<file path="src/rtl/spu_cfg_pkg.sv">
`timescale 1ns/1ps
package spu_cfg_pkg;
  localparam int CFG_W   = 8;
  localparam int FEAT_W  = 4;
  localparam int BIT_APU = 0;
  localparam int BIT_PPM = 1;
  localparam int BIT_SPU = 2;
  localparam int BIT_OD  = 3;

  // strobes from control to datapath
  typedef struct packed {
    logic clrAll;   // device reset: wipe every feature bit
    logic load;     // accepted host write
    logic clrSpu;   // episode ended by bus activity: drop bit2
  } cfgStrobe_t;
endpackage

</file>
<file path="src/rtl/cfg_guard.sv">
`timescale 1ns/1ps
module cfg_guard #(
  parameter int W = 8
) (
  input  logic [W-1:0] wrData,
  output logic         guardOk
);
  localparam int H = W / 2;

  logic [H-1:0] pairOk;

  for (genvar i = 0; i < H; i++) begin : g_pair
    assign pairOk[i] = wrData[i] ^ wrData[i+H];
  end

  assign guardOk = &pairOk;
endmodule

</file>
<file path="src/rtl/cfg_datapath.sv">
`timescale 1ns/1ps
module cfg_datapath
  import spu_cfg_pkg::*;
(
  input  logic              clk,
  input  logic              rstN,
  input  cfgStrobe_t        strobe,
  input  logic              wrEn,
  input  logic              guardOk,
  input  logic [FEAT_W-1:0] wrLow,
  output logic [FEAT_W-1:0] cfgBits,
  output logic [CFG_W-1:0]  rdData
);
  logic [FEAT_W-1:0] cfgQ, cfgD;

  always_comb begin
    cfgD = strobe.load ? wrLow : cfgQ;
    if (strobe.clrSpu) cfgD[BIT_SPU] = 1'b0;
    if (strobe.clrAll) cfgD = '0;
  end

  always_ff @(posedge clk or negedge rstN) begin
    if (!rstN) cfgQ <= '0;
    else       cfgQ <= cfgD;
  end

  assign cfgBits = cfgQ;
  assign rdData  = {{(CFG_W-FEAT_W){1'b0}}, cfgQ};


  bad_write_ignored_chk: assert property (@(posedge clk) disable iff (!rstN)
    (wrEn && !guardOk && !strobe.clrAll && !strobe.clrSpu) |=> $stable(cfgQ));


  good_write_load_chk: assert property (@(posedge clk) disable iff (!rstN)
    (strobe.load && !strobe.clrAll && !strobe.clrSpu) |=> (cfgQ == $past(wrLow)));
endmodule

</file>
<file path="src/rtl/spu_ctrl.sv">
`timescale 1ns/1ps
module spu_ctrl
  import spu_cfg_pkg::*;
(
  input  logic              clk,
  input  logic              rstN,
  input  logic              wrEn,
  input  logic              guardOk,
  input  logic              wrSpu,
  input  logic              devReset,
  input  logic              busCmdValid,
  input  logic              busCmdQual,
  input  logic              slotDone,
  input  logic [FEAT_W-1:0] cfgBits,
  output cfgStrobe_t        strobe,
  output logic              pullupEn
);
  logic armedQ, armedD;
  logic spuOnQ, spuOnD;
  logic wrAccept, wrClearsSpu, spuReq, endEvt;

  assign wrAccept    = wrEn & guardOk;
  assign wrClearsSpu = wrAccept & ~wrSpu;
  assign spuReq      = cfgBits[BIT_SPU];
  assign endEvt      = spuOnQ & (busCmdValid | wrClearsSpu);

  always_comb begin
    if (devReset)         armedD = 1'b0;
    else if (busCmdValid) armedD = busCmdQual & spuReq & ~spuOnQ & ~wrClearsSpu;
    else if (slotDone)    armedD = 1'b0;
    else                  armedD = armedQ;
  end

  always_comb begin
    if (devReset)    spuOnD = 1'b0;
    else if (spuOnQ) spuOnD = ~endEvt;
    else             spuOnD = slotDone & armedQ & spuReq & ~busCmdValid & ~wrClearsSpu;
  end

  always_ff @(posedge clk or negedge rstN) begin
    if (!rstN) begin
      armedQ <= 1'b0;
      spuOnQ <= 1'b0;
    end else begin
      armedQ <= armedD;
      spuOnQ <= spuOnD;
    end
  end

  always_comb begin
    strobe.clrAll = devReset;
    strobe.load   = wrAccept;
    strobe.clrSpu = spuOnQ & busCmdValid;
  end

  // drop at once when bus activity or reset is accepted
  assign pullupEn = spuOnQ & ~busCmdValid & ~devReset;


  spu_needs_bit_chk: assert property (@(posedge clk) disable iff (!rstN)
    spuOnQ |-> spuReq);


  spu_rise_slot_chk: assert property (@(posedge clk) disable iff (!rstN)
    $rose(spuOnQ) |-> $past(slotDone));


  cmd_ends_spu_chk: assert property (@(posedge clk) disable iff (!rstN)
    (spuOnQ && busCmdValid) |=> (!spuOnQ && !spuReq));


  dev_reset_clear_chk: assert property (@(posedge clk) disable iff (!rstN)
    devReset |=> (cfgBits == '0 && !spuOnQ));
endmodule

</file>
<file path="src/rtl/spu_cfg_top.sv">
`timescale 1ns/1ps
module spu_cfg_top
  import spu_cfg_pkg::*;
(
  input  logic             clk,
  input  logic             rstN,
  input  logic             cfgWrEn,
  input  logic [CFG_W-1:0] cfgWrData,
  output logic [CFG_W-1:0] cfgRdData,
  input  logic             devReset,
  input  logic             busCmdValid,
  input  logic             busCmdQual,
  input  logic             slotDone,
  output logic             apuEn,
  output logic             ppmEn,
  output logic             spuBit,
  output logic             odSpeed,
  output logic             pullupEn,
  output logic             extPullupN
);
  cfgStrobe_t        strobe;
  logic              guardOk;
  logic [FEAT_W-1:0] cfgBits;

  cfg_guard #(.W(CFG_W)) guard_i (
    .wrData (cfgWrData),
    .guardOk(guardOk)
  );

  spu_ctrl ctrl_i (
    .clk        (clk),
    .rstN       (rstN),
    .wrEn       (cfgWrEn),
    .guardOk    (guardOk),
    .wrSpu      (cfgWrData[BIT_SPU]),
    .devReset   (devReset),
    .busCmdValid(busCmdValid),
    .busCmdQual (busCmdQual),
    .slotDone   (slotDone),
    .cfgBits    (cfgBits),
    .strobe     (strobe),
    .pullupEn   (pullupEn)
  );

  cfg_datapath dp_i (
    .clk    (clk),
    .rstN   (rstN),
    .strobe (strobe),
    .wrEn   (cfgWrEn),
    .guardOk(guardOk),
    .wrLow  (cfgWrData[FEAT_W-1:0]),
    .cfgBits(cfgBits),
    .rdData (cfgRdData)
  );

  assign apuEn      = cfgBits[BIT_APU];
  assign ppmEn      = cfgBits[BIT_PPM];
  assign spuBit     = cfgBits[BIT_SPU];
  assign odSpeed    = cfgBits[BIT_OD];
  assign extPullupN = ~pullupEn;
endmodule

</file>
<file path="config.mk">
export PLATFORM = sky130hd
export DESIGN_NAME = spu_cfg_top
export DESIGN_NICKNAME = d
export VERILOG_FILES = /design/src/rtl/spu_cfg_pkg.sv /design/src/rtl/cfg_guard.sv /design/src/rtl/cfg_datapath.sv /design/src/rtl/spu_ctrl.sv /design/src/rtl/spu_cfg_top.sv
export SDC_FILE = /design/constraint.sdc
export NUM_CORES = 1
export LEC_CHECK = 0
export ABC_CLOCK_PERIOD_IN_PS = 800
export BUFFER_PORTS_ARGS = -buffer_cell sky130_fd_sc_hd__buf_2
export CAP_MARGIN = 20
export CORE_AREA = 8 8 45 47
export CTS_CLUSTER_SIZE = 40
export DETAILED_ROUTE_END_ITERATION = 10
export DIE_AREA = 0 0 53 55
export PLACE_DENSITY = 0.72
export SLEW_MARGIN = 15
export SYNTH_ARGS = -nofsm -noshare
export SYNTH_HDL_FRONTEND = slang
export SYNTH_SLANG_ARGS = --single-unit
export TNS_END_PERCENT = 10
</file>
<file path="constraint.sdc">
create_clock -name clk -period 0.8 [get_ports clk]
set_input_delay 0.16 -clock clk [delete_from_list [all_inputs] [get_ports clk]]
set_output_delay 0.16 -clock clk [all_outputs]
set_load 0.02 [all_outputs]
</file>
### Word-level counts from Yosys, hierarchy flattened

Cells that the tools add are included.

* bits in registers: 6
* output and inout bits: 14
* logic and storage cells: 41
* bits of input ports: 15

* muxes and demuxes: 8
* reductions and logical operators: 4
* bitwise logic cells: 25

Operators by type and width (count)
* AND 1 bit: 13
* two-way mux 4 bit: 2
* inverter 1 bit: 7
* two-way mux 1 bit: 6
* nonzero test 3 bit: 2
* AND reduction 4 bit: 1
* XOR 1 bit: 4
* nonzero test 2 bit: 1
* bitwise OR 1 bit: 1

### Logic depth before layout (Yosys ltp)

Gate-level depths: netlist (run 1).

* depth after elaboration: 9
* mapped depth: 4
* mapped depth without buffers: 4

### By module

Synthesis (run 1) repeated with hierarchy kept, for this count alone.

* cells, all modules: 42
* area, all modules: 420.4 sq um

By module, submodules not included
* cfg_datapath: cells each 22, area an instance 230.2 sq um, times used 1, sequential area each 100.1 sq um
* spu_ctrl: cells each 14, area an instance 145.1 sq um, times used 1, sequential area each 50.0 sq um
* cfg_guard: cells each 5, area an instance 41.3 sq um, times used 1, sequential area each 0.0 sq um
* spu_cfg_top: cells each 1, area an instance 3.8 sq um, times used 1, sequential area each 0.0 sq um

### Least setup slack after synthesis (run 1)

No wires, ideal clock.

* path kind: reg-to-reg
* start: reg dp_i.cfgQ[2] (netlist: dp_i.cfgBits[2])
* end: reg ctrl_i.armedQ
* path buffers: 0
* arrival: 0.942 ns
* path slack: -0.218 ns
* library setup time: 0.076 ns
* cell stages (with the launch flop): 4
* required time: 0.724 ns
* clock period less this slack: 1.018 ns
* path through: dfrtp_1 nor4bb_1 nand2_1 o21ai_1

* word-level cells in the longest chain between the ends: 5

RTL lines
* start, declared: line cfg_datapath.sv:14 `logic [FEAT_W-1:0] cfgQ, cfgD;`
* start signal, assigned: line cfg_datapath.sv:24 `else cfgQ <= cfgD;`
* AND 1 bit (3 in series): line spu_ctrl.sv:29 `else if (busCmdValid) armedD = busCmdQual & spuReq & ~spuOnQ & ~wrClearsSpu;`
* two-way mux 1 bit: line spu_ctrl.sv:29
* two-way mux 1 bit: line spu_ctrl.sv:28 `if (devReset) armedD = 1'b0;`
* end signal, assigned: line spu_ctrl.sv:45 `armedQ <= armedD;`
* end, declared: line spu_ctrl.sv:18 `logic armedQ, armedD;`

No other way between the ends.
A chain may end at the register's enable or synchronous reset.

### Worst setup path in the final report (run 1)

* start: reg ctrl_i.spuOnQ
* end: out pullupEn

* word-level cells in the longest chain between the ends: 2

RTL lines
* start, declared: line spu_ctrl.sv:19 `logic spuOnQ, spuOnD;`
* start signal, assigned: line spu_ctrl.sv:46 `spuOnQ <= spuOnD;`
* AND 1 bit (2 in series): line spu_ctrl.sv:57 `assign pullupEn = spuOnQ & ~busCmdValid & ~devReset;`
* end, declared: line spu_cfg_top.sv:18 `output logic pullupEn,`

No other way between the ends.

==> reports/metrics.cfg, run 1 <==
[sta]
fin_crit_sh = 1.321
period_minus_slack_ns = 1.057
finalClockSkew_ns = 0.000003386
finalSetupViolCount = 13
holdWs_ns = 0.1524
postLayoutSetupSlackWorst_ns = -0.2565
max_freq_mhz = 946.5
drv_slew = 0
rsz0062_at_grt = yes
hold_viol = 0

[synth]
synth.cell_area_um2 = 442.9
ys_seq_area_frac = 0.3390
syn-instance-count = 46
syn-mean-instance-area_um2 = 9.629
ys_ff_latch = 6
synth-warning-count = 0
netlist.area_leader.share = 0.3390
post-synth-top-area-cell = dfrtp_1
synth.area.top_cells = dfrtp_1 34%, buf_4 14%, mux2i_1 9.0%
synth_cell_types = 23

[finish]
fillers = 135
multi_input_comb_area_um2 = 292.8
finalNetCount = 88
diodes = 0
drive_above_1_share = 0.5833
layout-area-overhead-vs-synth_pct = 54.52
regArea_um2 = 151.4
stdcell_count = 88

[detailed_routing]
vias_per_cell = 4.602
drt_iter0_markers = 11
wl_mm = 1.228
wl_per_cell_um = 13.95
ant_nets = 0
drc = 0
vias = 405
drt-pass1-iter-count = 4

[global_routing]
track_usage = 0.08397
grt_pass1_vias = 407
grt_max_degree = 8
antenna_found_initial = 0
grt_pass1_wl_mm = 1.731
grt-ovfl-total = 0

[place]
dp.cells = 83
gp_congestion = 0.7794
hpwl_um = 919.1
io_buffers = 24

[power_and_ir_drop]
vdd_drop_max_mv = 0.5683
leakagePower_nw = 0.3358
internal-power_mw = 0.6004
seqPwrFrac = 0.371
p_sw_mw = 0.2564
power_density_mw_per_mm2 = 1252
p_clk_frac = 0.376
pwr-share-comb = 0.253
sw_frac_of_total = 0.2993

[setup_path]
r2r-end = ctrl_i.armedQ
critPathCaptureType = output pin
path_max_fanout = 3
reg2reg_slack_ns = -0.19
regToRegStartpoint = ctrl_i.spuOnQ
worst-r2r-cell-count = 3
crit_type = reg2out
worstPathRequired_ns = 0.64
cp-startpoint = ctrl_i.spuOnQ
start_kind = register
cp_data_arrival_time_ns = 0.90

[die]
ios = 29
initial_core_util = 0.3201
core-area_mm2 = 0.001384
die_w_um = 53
die_h_um = 55
rows = 14
fp.dieArea_mm2 = 0.002915

[clock_tree]
clock-sinks = 6
clk_pin_slew_ns = 0.05
htree_levels = 1
clockRootBuffer = clkbuf_4
cts.path.max_buffers = 2
cts_tree = built
postCtsSetupBuffers = 0
insertion_delay_ns = 0.25
cts_buffers = 3

[job]
cap_viol_max_count = 0

[status]
violations = setup timing
status = finished with violations

[worst_hold_path]
hp-start = busCmdQual
hold_path.class = in2reg
worstHoldPathCells = 3
whs_endpoint = ctrl_i.armedQ

==> worst max-delay path, cell delays in order (launching register included) <==
cell and delay [ns]:
dfrtp_1 0.41, nand2_2 0.08, inv_2 0.03, buf_6 0.12
==> cell families (layout without fill, tap and decap cells) <==
kind of cell | count (synthesis) | in the layout | share of synthesized area
mux | 4 | 4 | 0.09040
flops | 6 | 6 | 0.3390
xor+xnor | 4 | 4 | 0.07911
buf+inv | 11 | 34 | 0.1610
other cells | 1 | 4 | 0.008466
simple gates | 16 | 16 | 0.2514
compound gates | 4 | 4 | 0.07060
==> power by group through the flow <==
stage	clock network, mW	logic [mW]	registers [mW]
after floorplan	0	0.109	0.330
after global placement	0	0.168	0.323
after detailed placement	0	0.168	0.323
after CTS	0.337	0.186	0.318
after global routing	0.346	0.233	0.320
final	0.322	0.217	0.318
==> layer usage <==
metal,global-route usage,part of all wire,up-vias
li1,-,-,189
met3,0.02139,0.086,2
met2,0.1406,0.54,17
met5,0,0,-
met1,0.08000,0.35,197
met4,0.09052,0.019,0
==> Yosys cell counts <==
cell type,number
nor2b_1,1
inv_1,2
nor2_4,1
xnor2_1,1
xor2_1,3
a221oi_2,1
nand2_1,2
conb_1,1
nor2_1,1
a31oi_1,1
nor4_1,1
nand3b_1,1
clkbuf_1,1
o21ai_1,1
nor3_1,1
o21ai_0,1
nand2b_1,3
buf_4,8
or2b_1,3
nand4_2,1
dfrtp_1,6
nor4bb_1,1
mux2i_1,4
==> cell type report <==
cell class | instances | share of cell area
Sequential cell | 6 | 0.2212
Inverter | 2 | 0.01097
Clock buffer | 4 | 0.03839
Tap cell | 16 | 0.02925
Timing Repair Buffer | 28 | 0.2724
Multi-Input combinational cell | 32 | 0.4278
==> registers in the layout, summed over array words and instances (netlist names) <==
signal / count
ctrl_i.armedQ: 1
ctrl_i.spuOnQ: 1
dp_i.cfgBits: 4
==> stage by stage <==
step | worst slack (ns) | setup TNS (ns) | util | total power, mW | instance area (um2)
6_report | -0.2565 | -2.249 | 0.4946 | 0.8568 | 684.4
5_1_grt | -0.2909 | -2.853 | 0.4946 | 0.8979 | 684.4
2_1_floorplan | -0.1307 | -0.8050 | - | 0.4392 | 455.4
3_5_place_dp | -0.3263 | -1.997 | 0.4005 | 0.4917 | 554.3
3_3_place_gp | -0.2984 | -1.829 | 0.4005 | 0.4908 | 554.3
4_1_cts | -0.2594 | -2.417 | 0.4539 | 0.8411 | 628.1
==> what timing repair did <==
action | 4_1_cts | 5_1_grt
resized for setup | 8 | 8
hold buffers | 1 | 0
cloned | 0 | 0
endpoints found under the setup margin | 16 | 16
hold endpoints to repair | 6 | 0
pin swaps | 3 | 2
==> cells in the final DEF (no fill, tap or decap), types with 2 or more instances in the layout <==
| cell type | netlist | final |
|---|---|---|
| buf_4 | 8 | 4 |
| nand2b_1 | 3 | 3 |
| conb_1 | 1 | 4 |
| mux2i_1 | 4 | 4 |
| or2b_1 | 3 | 3 |
| clkbuf_4 | 0 | 3 |
| dfrtp_1 | 6 | 5 |
| xor2_2 | 0 | 2 |
| buf_2 | 0 | 18 |
| buf_6 | 0 | 5 |
==> worst max path at each step <==
stage                           end  slack, ns  cells after the start
floorplan           dp_i.cfgBits[2]      -0.13                      4
global placement    dp_i.cfgBits[2]      -0.30                      5
detailed placement    ctrl_i.armedQ      -0.33                      5
CTS                   ctrl_i.armedQ      -0.26                      3
global route               pullupEn      -0.29                      3
finish                     pullupEn      -0.26                      3
Power figures use the tool's default switching activity.
==> run 2, diff against run 1 <==
--- a/config.mk
+++ b/config.mk
@@ -5,16 +5,18 @@
 export SDC_FILE = /design/constraint.sdc
 export NUM_CORES = 1
 export LEC_CHECK = 0
+export ABC_AREA = 1
 export ABC_CLOCK_PERIOD_IN_PS = 800
 export BUFFER_PORTS_ARGS = -buffer_cell sky130_fd_sc_hd__buf_2
 export CAP_MARGIN = 20
-export CORE_AREA = 8 8 45 47
+export CORE_MARGIN = 8
+export CORE_UTILIZATION = 36
 export CTS_CLUSTER_SIZE = 40
 export DETAILED_ROUTE_END_ITERATION = 10
-export DIE_AREA = 0 0 53 55
-export PLACE_DENSITY = 0.72
+export PLACE_DENSITY = 0.76
 export SLEW_MARGIN = 15
 export SYNTH_ARGS = -nofsm -noshare
 export SYNTH_HDL_FRONTEND = slang
+export SYNTH_HIERARCHICAL = 1
 export SYNTH_SLANG_ARGS = --single-unit
 export TNS_END_PERCENT = 10
==> constraint.sdc (replaced) <==
create_clock -name clk -period 0.8 [get_ports clk]
set_input_delay 0.16 -clock clk [delete_from_list [all_inputs] [get_ports clk]]
set_output_delay 0.16 -clock clk [all_outputs]
set_load 0.01 [all_outputs]
==> reports/metrics.cfg, run 2 <==
[status]
status = finished with violations
violations = setup timing

[setup_path]
crit_slowest_cell = dfrtp_1
start_kind = register
cpPeakStageDelay_ns = 0.36
critPathCaptureType = output pin
crit_chain = inv_2, nor3_4, inv_1, buf_2
worstPathRequired_ns = 0.64
crit_type = reg2out
cp_data_arrival_time_ns = 0.97
path_max_fanout = 3

[sta]
postLayoutSetupSlackWorst_ns = -0.3286
rsz0062_at_grt = yes
max_freq_mhz = 886.1
finalSetupViolCount = 15
drv_slew = 0
finalSetupTns_ns = -2.009
hold_viol = 0
finalClockSkew_ns = 0.0002940
fin_crit_sh = 1.411
period_minus_slack_ns = 1.129

[power_and_ir_drop]
vdd_drop_max_mv = 0.7739
leakagePower_nw = 0.4391
power_density_mw_per_mm2 = 1141

[synth]
synth-main-ff-cell = dfrtp_1
ys_ff_latch = 6
synth_cell_types = 13
ys_top_cells_by_count = 24 x nand2_1, 13 x inv_1, 10 x buf_4, 9 x nor2_1, 6 x dfrtp_1
synth.cell_area_um2 = 471.7
ys_seq_area_frac = 0.3183
syn-mean-instance-area_um2 = 6.207
synth-warning-count = 6
syn-instance-count = 76
synth_most_common_cell = nand2_1
post-synth-top-area-cell = dfrtp_1
synth.area.top_cells = dfrtp_1 32%, nand2_1 19%, buf_4 16%
netlist.area_leader.share = 0.3183
async_reset_ff_frac = 1.000
synth-edff-count = 0

[place]
gp_congestion = 0.7551
hpwl_um = 977.2
io_buffers = 24
dp.cells = 117

[die]
ios = 29
rows = 13
die_h_um = 52.20
core-area_mm2 = 0.001269
initial_core_util = 0.3718
fp.dieArea_mm2 = 0.002724
die_w_um = 52.20

[clock_tree]
insertion_delay_ns = 0.24
clockRootBuffer = clkbuf_4
cts_tree = built
cts.path.max_buffers = 2
cts_buffers = 3
clk_pin_slew_ns = 0.04
clock-sinks = 6
htree_levels = 1

[finish]
finalNetCount = 124
largest_reg_flops = 4
stdcell_count = 122
finish.utilization = 0.5464
diodes = 0
layout-area-overhead-vs-synth_pct = 46.95
final_cell_mix = 24 x buf_2, 23 x nand2_1, 12 x inv_1, 10 x buf_4, 7 x nor2_1
final_common_cell = buf_2
fillers = 134
drive_above_1_share = 0.4486

[global_routing]
grt_max_degree = 7
grt_pass1_vias = 465
grt-ovfl-total = 0
track_usage = 0.09117
grt_pass1_wl_mm = 1.897
antenna_found_initial = 0

[detailed_routing]
drt_iter0_markers = 7
vias_per_cell = 4.230
vias = 516
wl_mm = 1.253
ant_nets = 0
drt-pass1-iter-count = 4
wl_per_cell_um = 10.27
drc = 0

[worst_hold_path]
hold_path.class = in2reg

[job]
cap_viol_max_count = 0

## run 2: cell types whose count changed in the layout (fill, tap and decap cells not counted), sizes merged, moves of 2 or more
cell / change
buf: +7
or2b: -3
a21oi: +3
inv: +13
nand2b: -3
nand3: +5
o21ai: -2
nand2: +22
mux2i: -4
xor2: -3
nor2: +8
## run 2: kinds of logic (layout without fill, tap and decap cells)
logic type | after synthesis | in the layout | synth area share
simple gates | 41 | 41 | 0.3554
buf+inv | 25 | 53 | 0.2785
flops | 6 | 6 | 0.3183
compound gates | 3 | 3 | 0.03979
other cells | 1 | 4 | 0.007950
## run 2: final timing paths
| kind | start | to | slack (ns) | cells after the start |
|---|---|---|---|---|
| max in group asynchronous | rstN | dp_i/cfgBits[3] | 0.38 | 2 |
| min reg2reg | ctrl_i/armedQ | ctrl_i/armedQ | 0.52 | 2 |
| min in group asynchronous | rstN | dp_i/cfgBits[2] | 0.27 | 2 |
| max reg2reg | ctrl_i/spuOnQ | dp_i/cfgBits[2] | -0.12 | 6 |
| max | ctrl_i/spuOnQ | extPullupN | -0.33 | 4 |
| min | slotDone | ctrl_i/spuOnQ | 0.18 | 3 |
## run 2: layout make-up
class	instances	area, um2	area share
clock buffers	3	22.52	0.03249
inverters	15	58.81	0.08484
multi-input cells	48	237.7	0.3430
flip-flops and latches	6	150.1	0.2166
well taps	15	18.77	0.02708
repair buffers	35	205.2	0.2960
## run 2: report_power, final
part / internal (mW) / total (mW) / switching [mW]
clock network: 0.170 / 0.281 / 0.112
logic: 0.0868 / 0.190 / 0.103
registers: 0.312 / 0.320 / 0.00758
## run 2: repair_timing
item                                   CTS  global route
hold buffers                             1             0
cloned                                   0             0
resized for setup                        2             6
setup buffers                            0             1
endpoints found under the hold margin    6             0
setup endpoints to repair               16            16
pin swaps                                0             4
## run 2: layer usage
layer / GRT usage / up-vias / wire (um)
met1: 0.1029 / 217 / 495
met2: 0.1380 / 22 / 617
met4: 0.05172 / 0 / 40
met3: 0.04261 / 4 / 100
met5: 0 / - / 0
li1: - / 273 / -
## run 2: through the flow
step / cell area (um2) / hold slack (ns) / power, mW / setup WS [ns]
6_report: 693.2 / 0.1838 / 0.7908 / -0.3286
5_1_grt: 693.2 / 0.1751 / 0.8467 / -0.4004
4_1_cts: 659.4 / 0.1823 / 0.7859 / -0.3400
3_5_place_dp: 621.8 / -0.006073 / 0.4949 / -0.3722
3_3_place_gp: 621.8 / -0.005580 / 0.4905 / -0.2914
2_1_floorplan: 494.2 / -0.1356 / 0.4217 / -0.1182
## run 2: critical path: cells and delay by family (launching register included)
kind,cells,cell delay (ns)
buffers and inverters,3,0.25
AND/OR/NAND/NOR,1,0.12
flip-flops,1,0.36
